--- src/rtl/adc_rd_pkg.sv ---
package adc_rd_pkg;
  typedef enum logic [1:0] {
    ST_IDLE = 2'd0,
    ST_XFER = 2'd1,
    ST_GAP  = 2'd2
  } seq_state_t;
endpackage

--- src/rtl/adc_rd_clkgen.sv ---
// Data clock generator: toggles every half_i system clocks while run_i.
module adc_rd_clkgen #(
  parameter int DIV_W = 8
) (
  input  logic             clk,
  input  logic             rst,
  input  logic             run_i,
  input  logic [DIV_W-1:0] half_i,
  output logic             sclk_o,
  output logic             rise_o,
  output logic             fall_o
);
  localparam logic [DIV_W-1:0] ONE = DIV_W'(1);

  logic [DIV_W-1:0] cnt_q;
  logic             sclk_q;
  logic             at_lim;

  assign at_lim = run_i && (cnt_q == (half_i - ONE));
  assign rise_o = at_lim && !sclk_q;
  assign fall_o = at_lim && sclk_q;
  assign sclk_o = sclk_q;

  always_ff @(posedge clk) begin
    if (rst || !run_i) begin
      cnt_q  <= '0;
      sclk_q <= 1'b0;
    end else if (at_lim) begin
      cnt_q  <= '0;
      sclk_q <= ~sclk_q;
    end else begin
      cnt_q  <= cnt_q + ONE;
    end
  end

  // half-period is never shorter than two system clocks
  assert_min_half_hi_R3: assert property (@(posedge clk) disable iff (rst)
    $rose(sclk_q) |=> sclk_q);
  assert_min_half_lo_R3: assert property (@(posedge clk) disable iff (rst)
    (run_i && $fell(sclk_q)) |=> !sclk_q);
endmodule

--- src/rtl/adc_rd_shifter.sv ---
// Serial-to-parallel capture and result register.
module adc_rd_shifter #(
  parameter int DATA_W = 12
) (
  input  logic              clk,
  input  logic              rst,
  input  logic              cap_i,
  input  logic              last_i,
  input  logic              sdo_i,
  output logic [DATA_W-1:0] sample_o,
  output logic              vld_o
);
  logic [DATA_W-1:0] sh_q;
  logic [DATA_W-1:0] sh_nxt;

  assign sh_nxt = {sh_q[DATA_W-2:0], sdo_i};

  always_ff @(posedge clk) begin
    if (rst) begin
      sh_q     <= '0;
      sample_o <= '0;
      vld_o    <= 1'b0;
    end else begin
      vld_o <= last_i;
      if (cap_i) sh_q <= sh_nxt;
      if (last_i) sample_o <= sh_nxt;
    end
  end

  assert_vld_single_R6: assert property (@(posedge clk) disable iff (rst)
    vld_o |=> !vld_o);
  assert_hold_R6: assert property (@(posedge clk) disable iff (rst)
    !vld_o |-> $stable(sample_o) || $past(rst));
endmodule

--- src/rtl/adc_rd_seq.sv ---
// Frame sequencer: acquisition, data phase and closing select-high gap.
module adc_rd_seq
  import adc_rd_pkg::*;
#(
  parameter int DATA_W   = 12,
  parameter int ACQ_CLKS = 2,
  parameter int DIV_W    = 8,
  parameter int MIN_HALF = 2
) (
  input  logic             clk,
  input  logic             rst,
  input  logic             start_i,
  input  logic [DIV_W-1:0] half_cfg_i,
  input  logic             rise_i,
  input  logic             fall_i,
  output logic             run_o,
  output logic             busy_o,
  output logic             cs_n_o,
  output logic [DIV_W-1:0] half_o,
  output logic             cap_o,
  output logic             last_o
);
  localparam int TOTAL = ACQ_CLKS + DATA_W;
  localparam int RC_W  = $clog2(TOTAL + 1);
  localparam int GAP_W = DIV_W + 1;
  localparam logic [RC_W-1:0]  RC_ONE  = RC_W'(1);
  localparam logic [GAP_W-1:0] GAP_ONE = GAP_W'(1);

  seq_state_t       state_q;
  logic [RC_W-1:0]  rise_q;
  logic [GAP_W-1:0] gap_q;
  logic [DIV_W-1:0] half_q;
  logic [DIV_W-1:0] eff_half;
  logic [GAP_W-1:0] gap_lim;
  logic             frame_end;

  assign eff_half  = (half_cfg_i < DIV_W'(MIN_HALF)) ? DIV_W'(MIN_HALF) : half_cfg_i;
  assign gap_lim   = {half_q, 1'b0} - GAP_ONE;
  assign frame_end = (state_q == ST_XFER) && fall_i && (rise_q == RC_W'(TOTAL));

  assign run_o  = (state_q == ST_XFER);
  assign cs_n_o = (state_q != ST_XFER);
  assign busy_o = (state_q != ST_IDLE);
  assign half_o = half_q;
  assign cap_o  = rise_i && (rise_q >= RC_W'(ACQ_CLKS));
  assign last_o = rise_i && (rise_q == RC_W'(TOTAL - 1));

  always_ff @(posedge clk) begin
    if (rst) begin
      state_q <= ST_IDLE;
      rise_q  <= '0;
      gap_q   <= '0;
      half_q  <= DIV_W'(MIN_HALF);
    end else begin
      case (state_q)
        ST_IDLE: if (start_i) begin
          state_q <= ST_XFER;
          rise_q  <= '0;
          half_q  <= eff_half;
        end
        ST_XFER: begin
          if (rise_i) rise_q <= rise_q + RC_ONE;
          if (frame_end) begin
            state_q <= ST_GAP;
            gap_q   <= '0;
          end
        end
        ST_GAP: begin
          if (gap_q == gap_lim) state_q <= ST_IDLE;
          else gap_q <= gap_q + GAP_ONE;
        end
        default: state_q <= ST_IDLE;
      endcase
    end
  end

  assert_start_sel_R2: assert property (@(posedge clk) disable iff (rst)
    (start_i && !busy_o) |=> !cs_n_o);
  assert_gap_entry_R8: assert property (@(posedge clk) disable iff (rst)
    frame_end |=> (cs_n_o && busy_o && gap_q == '0));
  assert_busy_start_R9: assert property (@(posedge clk) disable iff (rst)
    (state_q == ST_GAP && gap_q != gap_lim && start_i) |=> state_q == ST_GAP);
  assert_half_locked_R10: assert property (@(posedge clk) disable iff (rst)
    (busy_o && $past(busy_o)) |-> $stable(half_q));
endmodule

--- src/rtl/adc_rd_ctl.sv ---
// Top: host-side readout controller for a three-wire serial converter.
module adc_rd_ctl #(
  parameter int DATA_W   = 12,
  parameter int ACQ_CLKS = 2,
  parameter int DIV_W    = 8,
  parameter int MIN_HALF = 2
) (
  input  logic              clk,
  input  logic              rst,
  input  logic              start_i,
  input  logic [DIV_W-1:0]  half_cfg_i,
  output logic              cs_n_o,
  output logic              sclk_o,
  input  logic              sdo_i,
  output logic              busy_o,
  output logic [DATA_W-1:0] sample_o,
  output logic              sample_vld_o
);
  logic             run;
  logic             rise;
  logic             fall;
  logic             cap;
  logic             last;
  logic [DIV_W-1:0] half;

  adc_rd_seq #(
    .DATA_W  (DATA_W),
    .ACQ_CLKS(ACQ_CLKS),
    .DIV_W   (DIV_W),
    .MIN_HALF(MIN_HALF)
  ) seq_i (
    .clk       (clk),
    .rst       (rst),
    .start_i   (start_i),
    .half_cfg_i(half_cfg_i),
    .rise_i    (rise),
    .fall_i    (fall),
    .run_o     (run),
    .busy_o    (busy_o),
    .cs_n_o    (cs_n_o),
    .half_o    (half),
    .cap_o     (cap),
    .last_o    (last)
  );

  adc_rd_clkgen #(.DIV_W(DIV_W)) clkgen_i (
    .clk   (clk),
    .rst   (rst),
    .run_i (run),
    .half_i(half),
    .sclk_o(sclk_o),
    .rise_o(rise),
    .fall_o(fall)
  );

  adc_rd_shifter #(.DATA_W(DATA_W)) shifter_i (
    .clk     (clk),
    .rst     (rst),
    .cap_i   (cap),
    .last_i  (last),
    .sdo_i   (sdo_i),
    .sample_o(sample_o),
    .vld_o   (sample_vld_o)
  );

  assert_reset_idle_R1: assert property (@(posedge clk)
    rst |=> (cs_n_o && !sclk_o && !sample_vld_o && !busy_o));
  assert_sclk_parked_R7: assert property (@(posedge clk) disable iff (rst)
    cs_n_o |-> !sclk_o);
  assert_vld_in_frame_R7: assert property (@(posedge clk) disable iff (rst)
    sample_vld_o |-> !cs_n_o);
endmodule

--- config.mk ---
export PLATFORM = sky130hd
export DESIGN_NAME = adc_rd_ctl
export DESIGN_NICKNAME = d
export VERILOG_FILES = /design/src/rtl/adc_rd_pkg.sv /design/src/rtl/adc_rd_clkgen.sv /design/src/rtl/adc_rd_shifter.sv /design/src/rtl/adc_rd_seq.sv /design/src/rtl/adc_rd_ctl.sv
export SDC_FILE = /design/constraint.sdc
export NUM_CORES = 1
export LEC_CHECK = 0
export ABC_AREA = 1
export ABC_CLOCK_PERIOD_IN_PS = 2500
export BUFFER_PORTS_ARGS = -buffer_cell sky130_fd_sc_hd__buf_2
export CAP_MARGIN = 30
export CORE_ASPECT_RATIO = 1.75
export CORE_UTILIZATION = 54
export DETAILED_ROUTE_END_ITERATION = 7
export GPL_TIMING_DRIVEN = 1
export PLACE_DENSITY = 0.72
export SLEW_MARGIN = 20
export SYNTH_ARGS = -nofsm -noshare
export SYNTH_HDL_FRONTEND = slang
export SYNTH_SLANG_ARGS = --single-unit
--- constraint.sdc ---
create_clock -name clk -period 2.5 [get_ports clk]
set_input_delay 0.125 -clock clk [delete_from_list [all_inputs] [get_ports clk]]
set_output_delay 0.125 -clock clk [all_outputs]
set_load 0.1 [all_outputs]
== Word-level counts from Yosys, hierarchy flattened ==
Index checks and enable logic that the tools add are counted.

* Register bits: 56

* Add/sub/neg operators: 5
* Order comparisons: 2
* Eq/ne operators: 12
* Muxes and demuxes: 11
* Bitwise gates (word level): 1
* Reductions and logical operators: 19

{| class="wikitable"
|+ Operator list
! cell !! count
|-
| $mux 9 || 2
|-
| $pmux 9 s2 || 1
|-
| $add 9x1->9 const B || 1
|-
| $eq 9x9->1 || 1
|-
| $reduce_and 3->1 || 3
|-
| $sub 9x1->9 const B || 1
|-
| $add 8x1->8 const B || 1
|-
| $eq 4x4->1 const B || 2
|-
| $eq 8x8->1 || 1
|-
| $lt 8x2->1 const B || 1
|-
| $mux 4 || 2
|-
| $mux 8 || 1
|-
| $ne 2x2->1 const B || 4
|-
| $pmux 4 s2 || 1
|-
| $sub 8x1->8 const B || 1
|-
| $logic_and 1x1->1 || 7
|-
| $mux 2 || 3
|-
| $pmux 2 s3 || 1
|-
| $reduce_bool 2->1 || 3
|-
| $add 4x1->4 const B || 1
|-
| $ge 4x2->1 const B || 1
|-
| $ne 2x1->1 const B || 2
|-
| $eq 2x1->1 const B || 1
|-
| $eq 2x2->1 const B || 1
|-
| 6 further kinds || 7
|}

== Longest topological paths before layout ==
* Depth after elaboration: 8
* Gate-level depth with buffers: 17
* Gate-level depth less buffers: 15

== By module ==
Synthesis repeated with hierarchy kept, for this count alone.

* Cells, all modules: 504
* Area total of the unflattened synthesis: 3,134.3 µm²

{| class="wikitable"
|+ Modules (own cells, without submodules)
! module !! times used !! cells each !! area each (µm²) !! seq. area each (µm²)
|-
| adc_rd_seq || 1 || 231 || 1,428.9 || 460.4
|-
| adc_rd_shifter || 1 || 138 || 949.7 || 480.5
|-
| adc_rd_clkgen || 1 || 135 || 755.7 || 180.2
|}

== Least setup slack after synthesis ==
No wires, ideal clock.

* Path type: reg-to-reg
* Start: reg seq_i.half_q[0], in the netlist seq_i.half_o[0]
* End: reg shifter_i.sh_q[1]
* Arrival time: 1.920 ns
* Required time: 2.384 ns
* Path slack: 0.464 ns
* Cell stages (with the launch flop): 17
* Buffers on the path: 2
* Path through: dfxtp_1 inv_2 ha_1 buf_2 inv_1 nand2_1 nand3_1 nand2_1 nor2_1 nand3_1 nor2_2 nand4_2 inv_2 nand2_1 buf_2 o21ai_0 nor2_1

* Cells in the longest elaborated chain, start to end: 5

{| class="wikitable"
|+ Ends and longest elaborated chain
! item !! RTL line !! source
|-
| start: declaration || adc_rd_seq.sv:32 || <nowiki>logic [DIV_W-1:0] half_q;</nowiki>
|-
| start signal: assignment || adc_rd_seq.sv:53 || <nowiki>half_q <= DIV_W'(MIN_HALF);</nowiki>
|-
| start signal: assignment || adc_rd_seq.sv:59 || <nowiki>half_q <= eff_half;</nowiki>
|-
| $sub 8x1->8 || adc_rd_clkgen.sv:19 || <nowiki>assign at_lim = run_i && (cnt_q == (half_i - ONE));</nowiki>
|-
| $eq 8x8->1 || adc_rd_clkgen.sv:19 ||
|-
| $logic_and 1x1->1 || adc_rd_clkgen.sv:19 ||
|-
| $logic_and 1x1->1 || adc_rd_clkgen.sv:20 || <nowiki>assign rise_o = at_lim && !sclk_q;</nowiki>
|-
| $logic_and 1x1->1 || adc_rd_seq.sv:45 || <nowiki>assign cap_o = rise_i && (rise_q >= RC_W'(ACQ_CLKS));</nowiki>
|-
| end signal: assignment || adc_rd_shifter.sv:25 || <nowiki>if (cap_i) sh_q <= sh_nxt;</nowiki>
|-
| end: declaration || adc_rd_shifter.sv:13 || <nowiki>logic [DATA_W-1:0] sh_q;</nowiki>
|}

No other way between the ends.
A chain may end at the register's enable or synchronous reset.

== Worst setup path in the final report ==
* Start: reg seq_i.half_q[0], in the netlist seq_i.half_o[0]
* End: reg shifter_i.sample_o[6]

* Cells in the longest elaborated chain, start to end: 5

{| class="wikitable"
|+ Ends and longest elaborated chain
! item !! RTL line !! source
|-
| $sub 8x1->8 || adc_rd_clkgen.sv:19 ||
|-
| $eq 8x8->1 || adc_rd_clkgen.sv:19 ||
|-
| $logic_and 1x1->1 || adc_rd_clkgen.sv:19 ||
|-
| $logic_and 1x1->1 || adc_rd_clkgen.sv:20 ||
|-
| $logic_and 1x1->1 || adc_rd_seq.sv:46 || <nowiki>assign last_o = rise_i && (rise_q == RC_W'(TOTAL - 1));</nowiki>
|-
| end signal: assignment || adc_rd_shifter.sv:26 || <nowiki>if (last_i) sample_o <= sh_nxt;</nowiki>
|-
| end: declaration || adc_rd_shifter.sv:10 || <nowiki>output logic [DATA_W-1:0] sample_o,</nowiki>
|}

No other way between the ends.

==> key figures <==
Outcome
  • Status: completed

Logic synthesis
  • Synth Warn #: 0
  • Syn avg cell area: 6.64 um2
  • Syn Inst Count: 448
  • #FFs+latches synth: 56
  • Synth Cell Area: 0.00298 mm2
  • Register area share after synthesis: 37.7%
  • Post-Syn Nets: 469
  • Library cells used by synthesis: 32

Routing
  • Vias per cell: 5.15
  • DRT Wirelength: 7000 um
  • Number of remaining DRC errors: 0
  • DRT iter0 DRCs: 93
  • Wire per inst: 12.8 um
  • Highest Signal Layer: met4
  • Metal3 WL: 166 um
  • Number of nets with antenna violations after routing: 0
  • Met2 wirelength from detailed routing: 3880 um
  • Via Count: 2812
  • Met1 WL: 2700 um
  • Initial DRT Pass Iterations: 4

STA
  • Actual slew at the worst max-slew pin: 0.741 ns
  • Clock skew: 0.00713 ns
  • Fin crit period: 2.26 ns
  • RSZ-0062 raised after global routing: false
  • Final Setup Violations: 0
  • Worst relative slew slack: 50.6%
  • Setup TNS: 0 ns
  • Final Slew Violations: 0
  • Peak Freq: 0.443 GHz
  • Fin crit share: 90.4%
  • Final Hold Vio Count: 0

Critical path
  • Most frequent CP cell: nand2_1
  • Worst Setup End Kind: flip-flop
  • R2r startpoint: seq_i.half_o[0]
  • Crit path buffers/inverters: 3
  • Top delay family on crit path: simple AND/OR/NAND/NOR gates
  • Data arrival, critical path: 2.51 ns
  • CP Data Required Time: 2.75 ns
  • Type of origin of the critical path: flip-flop
  • Crit Path Max Fanout: 12
  • Crit. Startpoint: seq_i.half_o[0]
  • Slowest CP cell: dfxtp_2
  • Crit-path cells: inv_2 > ha_1 > inv_1 > nand2_1 > nand3_1 > nand2_1 > nor2_1 > nand3_1 > nor2_2 > nand4_2 > inv_2 > nand3b_2 > nand2_1 > nand2_1 > nor2_1
  • Crit-path max cell delay: 0.38 ns
  • Crit path kind: reg -> reg

Layout
  • Seq. cell area: 0.00112 mm2
  • Commonest non-fill, non-tap cell in the layout: nand2_1
  • Final Net Count: 493
  • Most frequent cells in the layout: nand2_1 (97), nor2_1 (85), dfxtp_1 (55), nand3_1 (51), inv_1 (47)
  • Antenna Cells: 0
  • Synth-to-Final Area Change: 10.8%
  • Layout Utilization: 62.2%
  • Multi-input logic area: 0.00160 mm2
  • Layout cells sized above 1: 11.7%
  • Fill cells: 514
  • Finished Layout Cells: 546

Clock network
  • Post-CTS Setup Bufs: 0
  • CTS H-tree lvls: 2
  • CTS root buffer: clkbuf_8
  • Num CTS Buffers: 5
  • CTS tree: built
  • Clk sinks: 56
  • Clock tree buffer depth: 2
  • Clk slew on worst S/H paths: 0.10 ns
  • Clk_lat worst skew: 0.31 ns

GRT
  • Antenna violations before repair: 0
  • Largest net degree at the start of global routing: 29
  • Overflow after GRT: 0
  • Total GRT Usage: 26.1%
  • First-pass GRT wire length: 11800 um
  • Vias in the first global route: 2700

Placement
  • Buffers on Ports: 27
  • Placed Cells: 538
  • Detailed placement HPWL: 5270 um
  • RD Place Congestion: 0.928

Power and ir drop
  • Comb pwr share: 36.0%
  • Net Sw Frac: 40.2%
  • Clock share of power: 25.6%
  • Worst vdd ir: 403 uV
  • Seq pwr share: 38.3%
  • Psw: 1.08 mW
  • Total internal power: 1.62 mW
  • Static Leak: 1.49 nW
  • Pwr/cell area: 819 mW/mm2

Die
  • Core box area: 0.00530 mm2
  • Die H: 100 um
  • IO Count: 28
  • Die X: 58.1 um
  • Die Footprint: 0.00582 mm2
  • # rows: 35
  • Initial Util: 56.2%

Min path
  • Min-delay src: sdo_i
  • Hold Path Class: in -> reg

Flow run
  • Max Cap Viol: 0
final timing paths:
check                     endpoint  slack, ns  depth (start not counted)
max reg2reg  shifter_i.sample_o[6]       0.24                         15
min          shifter_i.sample_o[0]       0.07                          3
min reg2reg       seq_i.state_q[0]       0.49                          2
max          shifter_i.sample_o[6]       0.24                         15
cell families (layout without fill, tap and decap cells):
family,Yosys count,in the layout,synth area share [%]
and+or+nand+nor,262,263,38.9
buffers and inverters,66,89,8.91
DFF,56,56,37.7
AOI/OAI and AO/OA,45,45,7.74
xor gates and xnor gates,10,10,2.94
adders and majority gates,9,9,3.78
state kept, by name, summed over array words and instances, names as in the netlist:
| signal | count |
|---|---|
| shifter_i.sample_o | 12 |
| clkgen_i.cnt_q | 8 |
| seq_i.half_o | 8 |
| clkgen_i.sclk_o | 1 |
| seq_i.rise_q | 4 |
| shifter_i.vld_o | 1 |
| seq_i.state_q | 2 |
| seq_i.gap_q | 9 |
| shifter_i.sh_q | 11 |
routing by layer:
metal / vias to the layer above / global-route usage, %
li1: 1465 / -
met1: 1266 / 28.0
met2: 61 / 49.2
met3: 20 / 3.22
met4: 0 / 11.7
met5: - / 0
final cells by class:
class	instances	area share, %
multi-input combinational	327	48.6
clock inverter	2	1.82
inverter	53	6.11
timing repair buffer	29	4.55
sequential	56	34.0
clock buffer	5	2.09
tap	74	2.81
metrics by stage:
stage	hold WS, ns	power (mW)	worst slack (ns)	instance area (um2)
floorplan	0.260	1.81	0.464	2980
global placement	0.380	2.01	0.262	3150
detailed placement	0.395	2.03	0.167	3150
CTS	0.0720	2.71	0.158	3280
global route	0.0855	2.90	0.0125	3300
finish	0.0717	2.70	0.240	3300
power groups by stage:
| stage | combinational, mW | clock, mW | sequential (mW) |
|---|---|---|---|
| floorplan | 0.778 | 0 | 1.04 |
| global placement | 0.962 | 0 | 1.05 |
| detailed placement | 0.972 | 0 | 1.05 |
| CTS | 0.978 | 0.703 | 1.03 |
| global route | 1.12 | 0.739 | 1.05 |
| finish | 0.974 | 0.693 | 1.03 |
worst reg2reg max path: cells and delay by family, from the launching register on:
family | cells | cell delay [ns]
AND/OR/NAND/NOR | 11 | 1.20
flip-flops | 1 | 0.38
buffers and inverters | 3 | 0.32
adder cells (fa/ha/maj) | 1 | 0.30
synthesized netlist by cell type (all sizes together):
| cell | number | area [um2] |
|---|---|---|
| nand3b | 3 | 35.0 |
| o21ai | 20 | 100 |
| clkinv | 1 | 3.75 |
| xor2 | 8 | 70.1 |
| a211oi | 1 | 7.51 |
| a21boi | 1 | 7.51 |
| nand3 | 52 | 265 |
| nor3b | 4 | 30.0 |
| nor3 | 4 | 20.0 |
| a21oi | 23 | 115 |
| ha | 9 | 113 |
| clkbuf | 5 | 18.8 |
| or2 | 1 | 6.26 |
| nand4 | 7 | 50.1 |
| nor2 | 90 | 365 |
| nand2 | 100 | 380 |
| xnor2 | 2 | 17.5 |
| dfxtp | 56 | 1120 |
| inv | 52 | 195 |
| nor4 | 1 | 6.26 |
| buf | 8 | 47.5 |
what timing repair did:
action / CTS / global route
hold buffers: 0 / 0
setup endpoints to repair: 0 / 27
gates resized for setup: 0 / 3
(Power assumes the default switching activity.)
